--- src/rtl/rx_err_accum.sv ---
module rx_err_accum #(
  parameter int DW    = 8,
  parameter int DEPTH = 16,
  parameter int EW    = 3
) (
  input  logic          clk,
  input  logic          rst_n,
  input  logic          rx_rst,
  input  logic          early_cmd,
  input  logic          err_clr,
  input  logic          push,
  input  logic [DW-1:0] push_data,
  input  logic [EW-1:0] push_err,
  input  logic          pop,
  output logic [DW-1:0] pop_data,
  output logic [EW-1:0] pop_err,
  output logic          empty,
  output logic          full,
  output logic          early_mode,
  output logic [EW:0]   status
);
  localparam int AW = (DEPTH > 1) ? $clog2(DEPTH) : 1;
  localparam int CW = $clog2(DEPTH + 1);

  logic [DW+EW-1:0] mem [DEPTH];
  logic [AW-1:0]    wr_ptr, rd_ptr;
  logic [CW-1:0]    count;
  logic             head_done;

  wire do_push = push && !full;
  wire do_pop  = pop && !empty;
  wire ovf     = push && full;

  assign empty = (count == '0);
  assign full  = (count == CW'(DEPTH));
  assign {pop_data, pop_err} = mem[rd_ptr];

  wire [EW-1:0] head_fold = (!early_mode && !empty && !head_done) ? pop_err : '0;
  wire [EW-1:0] push_fold = (early_mode && do_push) ? push_err : '0;

  function automatic logic [AW-1:0] nxt(input logic [AW-1:0] p);
    return (p == AW'(DEPTH - 1)) ? '0 : p + 1'b1;
  endfunction

  always_ff @(posedge clk)
    if (do_push && !rx_rst) mem[wr_ptr] <= {push_data, push_err};

  always_ff @(posedge clk or negedge rst_n)
    if (!rst_n) begin
      wr_ptr <= '0;
      rd_ptr <= '0;
      count  <= '0;
    end else if (rx_rst) begin
      wr_ptr <= '0;
      rd_ptr <= '0;
      count  <= '0;
    end else begin
      if (do_push) wr_ptr <= nxt(wr_ptr);
      if (do_pop)  rd_ptr <= nxt(rd_ptr);
      count <= count + CW'(do_push) - CW'(do_pop);
    end

  always_ff @(posedge clk or negedge rst_n)
    if (!rst_n)      head_done <= 1'b0;
    else if (rx_rst) head_done <= 1'b0;
    else             head_done <= do_pop ? 1'b0 : !empty;

  always_ff @(posedge clk or negedge rst_n)
    if (!rst_n)         early_mode <= 1'b0;
    else if (rx_rst)    early_mode <= 1'b0;
    else if (early_cmd) early_mode <= 1'b1;

  always_ff @(posedge clk or negedge rst_n)
    if (!rst_n)      status <= '0;
    else if (rx_rst) status <= '0;
    else             status <= (err_clr ? '0 : status) | {ovf, head_fold | push_fold};

  assert_fill_flags_R7: assert property (@(posedge clk) disable iff (!rst_n)
    !(empty && full) && (count <= CW'(DEPTH)));

  assert_mode_sticky_R5: assert property (@(posedge clk) disable iff (!rst_n)
    early_mode && !rx_rst |=> early_mode);

  assert_status_sticky_R6: assert property (@(posedge clk) disable iff (!rst_n)
    !err_clr && !rx_rst |=> ((status & $past(status)) == $past(status)));

  assert_no_overflow_R8: assert property (@(posedge clk) disable iff (!rst_n)
    push && full && !rx_rst |=> status[EW] && full);

  assert_early_fold_R4: assert property (@(posedge clk) disable iff (!rst_n)
    early_mode && push && !full && !rx_rst
      |=> ((status[EW-1:0] & $past(push_err)) == $past(push_err)));

  assert_rx_reset_R9: assert property (@(posedge clk) disable iff (!rst_n)
    rx_rst |=> empty && (status == '0) && !early_mode);
endmodule

--- config.mk ---
export PLATFORM = sky130hd
export DESIGN_NAME = rx_err_accum
export DESIGN_NICKNAME = d
export VERILOG_FILES = /design/src/rtl/rx_err_accum.sv
export SDC_FILE = /design/constraint.sdc
export NUM_CORES = 1
export LEC_CHECK = 0
export ABC_CLOCK_PERIOD_IN_PS = 2800
export BUFFER_PORTS_ARGS = -buffer_cell sky130_fd_sc_hd__buf_2
export CAP_MARGIN = 30
export CORE_MARGIN = 2
export CORE_UTILIZATION = 55
export CTS_CLUSTER_DIAMETER = 50
export CTS_CLUSTER_SIZE = 20
export DETAILED_ROUTE_END_ITERATION = 8
export PLACE_DENSITY = 0.72
export SLEW_MARGIN = 20
export SYNTH_ARGS = -nofsm -noshare
export SYNTH_HDL_FRONTEND = slang
export SYNTH_SLANG_ARGS = --single-unit
export TNS_END_PERCENT = 50
--- constraint.sdc ---
create_clock -name clk -period 2.8 [get_ports clk]
set_input_delay 0.14 -clock clk [delete_from_list [all_inputs] [get_ports clk]]
set_output_delay 0.14 -clock clk [all_outputs]
set_load 0.01 [all_outputs]
## Yosys cells after proc, flatten, opt, wreduce, memory -nomap -nowiden

Memory sizes are Yosys's and may differ from the RTL's.
Index checks and enable logic that the tools add are counted.

- Memories kept: 1
- Input bits: 18
- Bits in writable memories: 176
- Output and inout port bits: 18
- Flip-flop bits (word level): 19
- Logic and storage cells: 49

- Reduce and logical (&&, ||, !) cells: 16
- Bitwise operators: 2
- Add/subtract/negate cells: 4
- Equality and inequality tests: 3
- Multiplexer cells: 17

Memory list:

| name | words | bits a word | read ports | clocked after Yosys merged registers in | wr ports | line | text |
|---|---|---|---|---|---|---|---|
| mem | 16 | 11 | 1 | 0 | 1 | 25 | `logic [DW+EW-1:0] mem [DEPTH];` |

Operator list:

| kind | number |
|---|---|
| $mux W4 | 8 |
| $add A4 B1 Y4 const B | 2 |
| $eq A4 B4 Y1 const B | 2 |
| $logic_and A1 B1 Y1 | 7 |
| $mux W1 | 6 |
| $mux W3 | 2 |
| $reduce_bool A2 Y1 | 3 |
| $add A5 B1 Y5 | 1 |
| $eq A5 B5 Y1 const B | 1 |
| $logic_not A1 Y1 | 5 |
| $logic_not A5 Y1 | 1 |
| $mux W5 | 1 |
| $sub A5 B1 Y5 | 1 |
| $or A4 B4 Y4 | 1 |
| $or A3 B3 Y3 | 1 |

## Logic depth before layout (Yosys ltp)

- Word-level depth: 8
- Gate-level depth with buffers: 14
- Gate-level depth less buffers: 13

## Worst setup path after synthesis

No wires, ideal clock.

- Kind: reg-to-reg
- Start point: reg count[3]
- End point: reg count[4]
- Data required time: 2.665 ns
- Cell stages (with the launch flop): 15
- Arrival: 2.537 ns
- Clock period less this slack: 2.672 ns
- Buffers on the path: 1
- Setup time: 0.135 ns
- Slack: 0.128 ns
- Cell sequence: dfrtp_1 inv_1 ha_1 nor4b_2 nor2b_1 clkbuf_1 ha_1 inv_1 ha_1 inv_1 fa_1 nor2b_1 o21bai_1 a21oi_1 nor3b_1

- Elaborated cells between the ends (all ways): 9
- Those cells by class: add/sub: 2; eq/ne: 1; mux: 1; reduce/logical: 5

RTL lines:

| what | line | text |
|---|---|---|
| from (decl) | 27 | `logic [CW-1:0] count;` |
| from (signal assigned) | 60 | `count <= count + CW'(do_push) - CW'(do_pop);` |
| $logic_not A5 Y1 | 34 | `assign empty = (count == '0);` |
| net empty | 17 | `output logic empty,` |
| $logic_not A1 Y1 | 31 | `wire do_pop = pop && !empty;` |
| $logic_and A1 B1 Y1 | 31 |  |
| $sub A5 B1 Y5 | 60 |  |
| $mux W5 | 53 | `end else if (rx_rst) begin` |

The timed path passes the listed nets, and every way through them passes these cells.
A chain may end at the register's enable or synchronous reset.

## Final worst setup path

- Start point: reg rd_ptr[0]
- End point: out pop_data[7]

- Cells in the longest elaborated chain, start to end: 1

Ends and longest elaborated chain:

| what | line | text |
|---|---|---|
| from (decl) | 26 | `logic [AW-1:0] wr_ptr, rd_ptr;` |
| from (signal assigned) | 59 | `if (do_pop) rd_ptr <= nxt(rd_ptr);` |
| $mem_v2 Z16 W11 | n/a |  |
| to (decl) | 15 | `output logic [DW-1:0] pop_data,` |

No other way between the ends.

==> reports/summary.md <==
### Outcome
* **run status** finished clean

### CTS
* **Sinks on Clock Net** 195
* **maximum buffer depth of the clock tree** 2
* **cts bufs inserted** 17
* **H-Tree Depth** 4
* **Post-CTS Setup Bufs** 0
* **root buffer cell** clkbuf_16
* **TritonCTS clock tree** done
* **clock slew at the register clock pins of the worst setup and hold paths** 0.07 ns
* **Worst-Skew Late Latency** 0.43 ns

### Setup path
* **data arrival time at the worst-slack endpoint** 2.55 ns
* **Crit path required time** 2.66 ns
* **crit-path max FO** 38
* **Worst Setup End Kind** primary output
* **kind of launch point of the worst setup path** flip-flop
* **crit path kind** reg -> out

### Layout
* **number of inserted diodes** 0
* **number of nets in the layout** 505
* **commonest non-fill, non-tap cells in the layout** edfxtp_1 (176), buf_2 (35), buf_4 (32)
* **most common cell after layout, fill and taps aside** edfxtp_1
* **share of post-route cells with drive strength above 1** 26.64%
* **growth of design area from synthesis to finish** 14.61%

### Pwr
* **post-route total power** 6.909 mW
* **leakage power of the design** 3.188 nW
* **pwr dens** 753.4 nW/µm²
* **worst vdd rail ir drop** 0.4871 mV

### Synthesis
* **number of flops mapped to enable cells by yosys** 176
* **YS warnings** 0
* **register bit total from synthesis** 195
* **net count of the mapped netlist** 434
* **gate count after technology mapping** 404
* **Async S/R FF share, synth** 9.744%
* **most used flip-flop cell after synthesis** edfxtp_1
* **synthesized area per cell** 19.81 µm²
* **sequential area share after synthesis** 71.99%
* **post-synth cell types** 40
* **synthesized area** 8001 µm²

### Floorplanning
* **Initial Utilization** 55.69%
* **core region area** 14370 µm²
* **width of the die** 124.6 µm
* **placement row count** 44
* **# IOs** 36
* **die boundary height** 124.6 µm
* **die area** 15530 µm²

### Min path
* **worst hold path type** in -> reg

### Timing
* **worst-case headroom to the max-slew limit** 50.32%
* **final max-slew violation count** 0
* **fmax** 372.1 MHz
* **Worst Clk Skew** 0.009879 ns
* **worst slew pin tran** 0.7443 ns
* **unrepaired setup endpoints after global routing** no
* **final hold violations** 0
* **min Tclk post-route** 2.687 ns
* **Setup-failing EPs final** 0
* **post-route clock period utilization** 95.98%
* **Setup Total Neg Slack** 0 ns

### Global routing
* **number of global-route vias before repair** 4168
* **initial antenna violation count** 0
* **global-route wire length before repair** 23730 µm
* **overall overflow remaining after global route** 0
* **largest net degree at the start of global routing** 54
* **GRT Util Overall** 20.70%

### Routing
* **violation count after the first detailed-route iteration** 342
* **via-per-instance ratio** 5.920
* **Detailed Routing Iterations Pass 1** 4
* **drc violations** 0
* **antenna viol nets, final** 0
* **average detailed-routed wire length per instance** 22.59 µm
* **total length of routed wires** 15180 µm
* **total via count after detailed routing** 3978

### Placed design
* **Port Buffers** 35
* **Routability Congestion** 0.8477
* **Post-DP HPWL** 9688 µm

### Job
* **Maximum Capacitance Violations** 0

[synthesized netlist by cell type, types with 2 or more instances]
master / number / area, µm²
edfxtp_1: 176 / 5285
or3_1: 3 / 18.77
mux2i_1: 15 / 150.1
nand2b_1: 4 / 25.02
nand3b_1: 4 / 30.03
nor3b_1: 4 / 30.03
mux4_2: 19 / 427.9
inv_1: 13 / 48.80
mux4_1: 27 / 709.4
o22ai_1: 3 / 18.77
nor3_1: 8 / 40.04
buf_4: 3 / 22.52
a22oi_1: 6 / 45.04
a21o_1: 2 / 15.01
or4_1: 2 / 15.01
and3b_1: 2 / 17.52
nor2_1: 23 / 86.33
xor2_1: 2 / 17.52
clkbuf_1: 4 / 15.01
xnor2_1: 2 / 17.52
buf_1: 3 / 11.26
dfrtp_1: 19 / 475.5
ha_1: 11 / 137.6
a21oi_1: 8 / 40.04
nand2_1: 9 / 33.78
buf_2: 5 / 25.02
nor2b_1: 8 / 50.05
buf_6: 5 / 56.30
nand4_1: 3 / 18.77
[power breakdown]
group	leakage, nW	internal, mW	switching (mW)
clock	0.264	1.16	1.08
sequential	1.84	3.27	0.0709
combinational	1.09	0.678	0.645
[critical path, stage by stage (launching register included)]
cell	delay, ns
dfrtp_2	0.47
buf_12	0.30
mux4_1	0.65
mux4_2	0.50
buf_2	0.15
[through the flow]
step | hold slack (ns) | setup WS [ns] | cells | util (%) | cell area, µm²
2_1_floorplan | -0.1556 | 0.1280 | 404 | - | 8001
3_3_place_gp | 0.09938 | 0.3509 | 637 | 59.74 | 8584
3_5_place_dp | 0.1141 | 0.2268 | 637 | 59.74 | 8584
4_1_cts | 0.02230 | 0.07875 | 672 | 63.80 | 9168
5_1_grt | 0.06713 | 0.002573 | 672 | 63.82 | 9170
6_report | 0.04556 | 0.1126 | 672 | 63.82 | 9170
[area by class of cell]
cell class              instances  area [µm²]
clock buffers                  17       425.4
inverters                      13       48.80
multi-input cells             175        2069
well taps                     184       230.2
clock inverters                15       127.6
repair buffers                 73       505.5
flip-flops and latches        195        5763
fillers                       958        5199
[registers in the layout, summed over array words and instances (netlist names)]
register	flops
mem	176
count	5
rd_ptr	4
status	4
wr_ptr	4
early_mode	1
head_done	1
[worst paths after layout]
kind                       startpoint           to  slack [ns]  depth (start not counted)
max                         rd_ptr[0]  pop_data[7]        0.11                          4
min                              push    status[3]        0.05                          3
max reg2reg                  count[2]     count[4]        0.19                         13
min reg2reg                early_mode   early_mode        0.57                          2
max in group asynchronous       rst_n    rd_ptr[0]        2.30                          2
min in group asynchronous       rst_n    wr_ptr[2]        0.18                          2
[logic make-up (layout without fill, tap and decap cells)]
kind of cell,count (synthesis),count (layout),share of synthesized area [%]
fa+ha+maj,12,12,1.970
buf+inv,34,118,2.424
compound gates,25,25,2.064
mux,61,61,16.09
simple gates,73,73,5.019
xor+xnor,4,4,0.4379
flops,195,195,71.99
[per-layer routing]
metal	part of all wire (%)	wire, µm	global-route usage, %
met1	42	6432	28.40
met2	50	7599	32.69
met3	6.2	939	4.897
met4	1.4	210	8.063
met5	0	0	0
[repair_timing]
item                       in CTS  in global routing
hold buffers                    3                  0
setup endpoints to repair       0                  1
gates resized for setup         0                  1
hold endpoints to repair       21                  0
No activity file was read; power rests on OpenSTA's default activity.
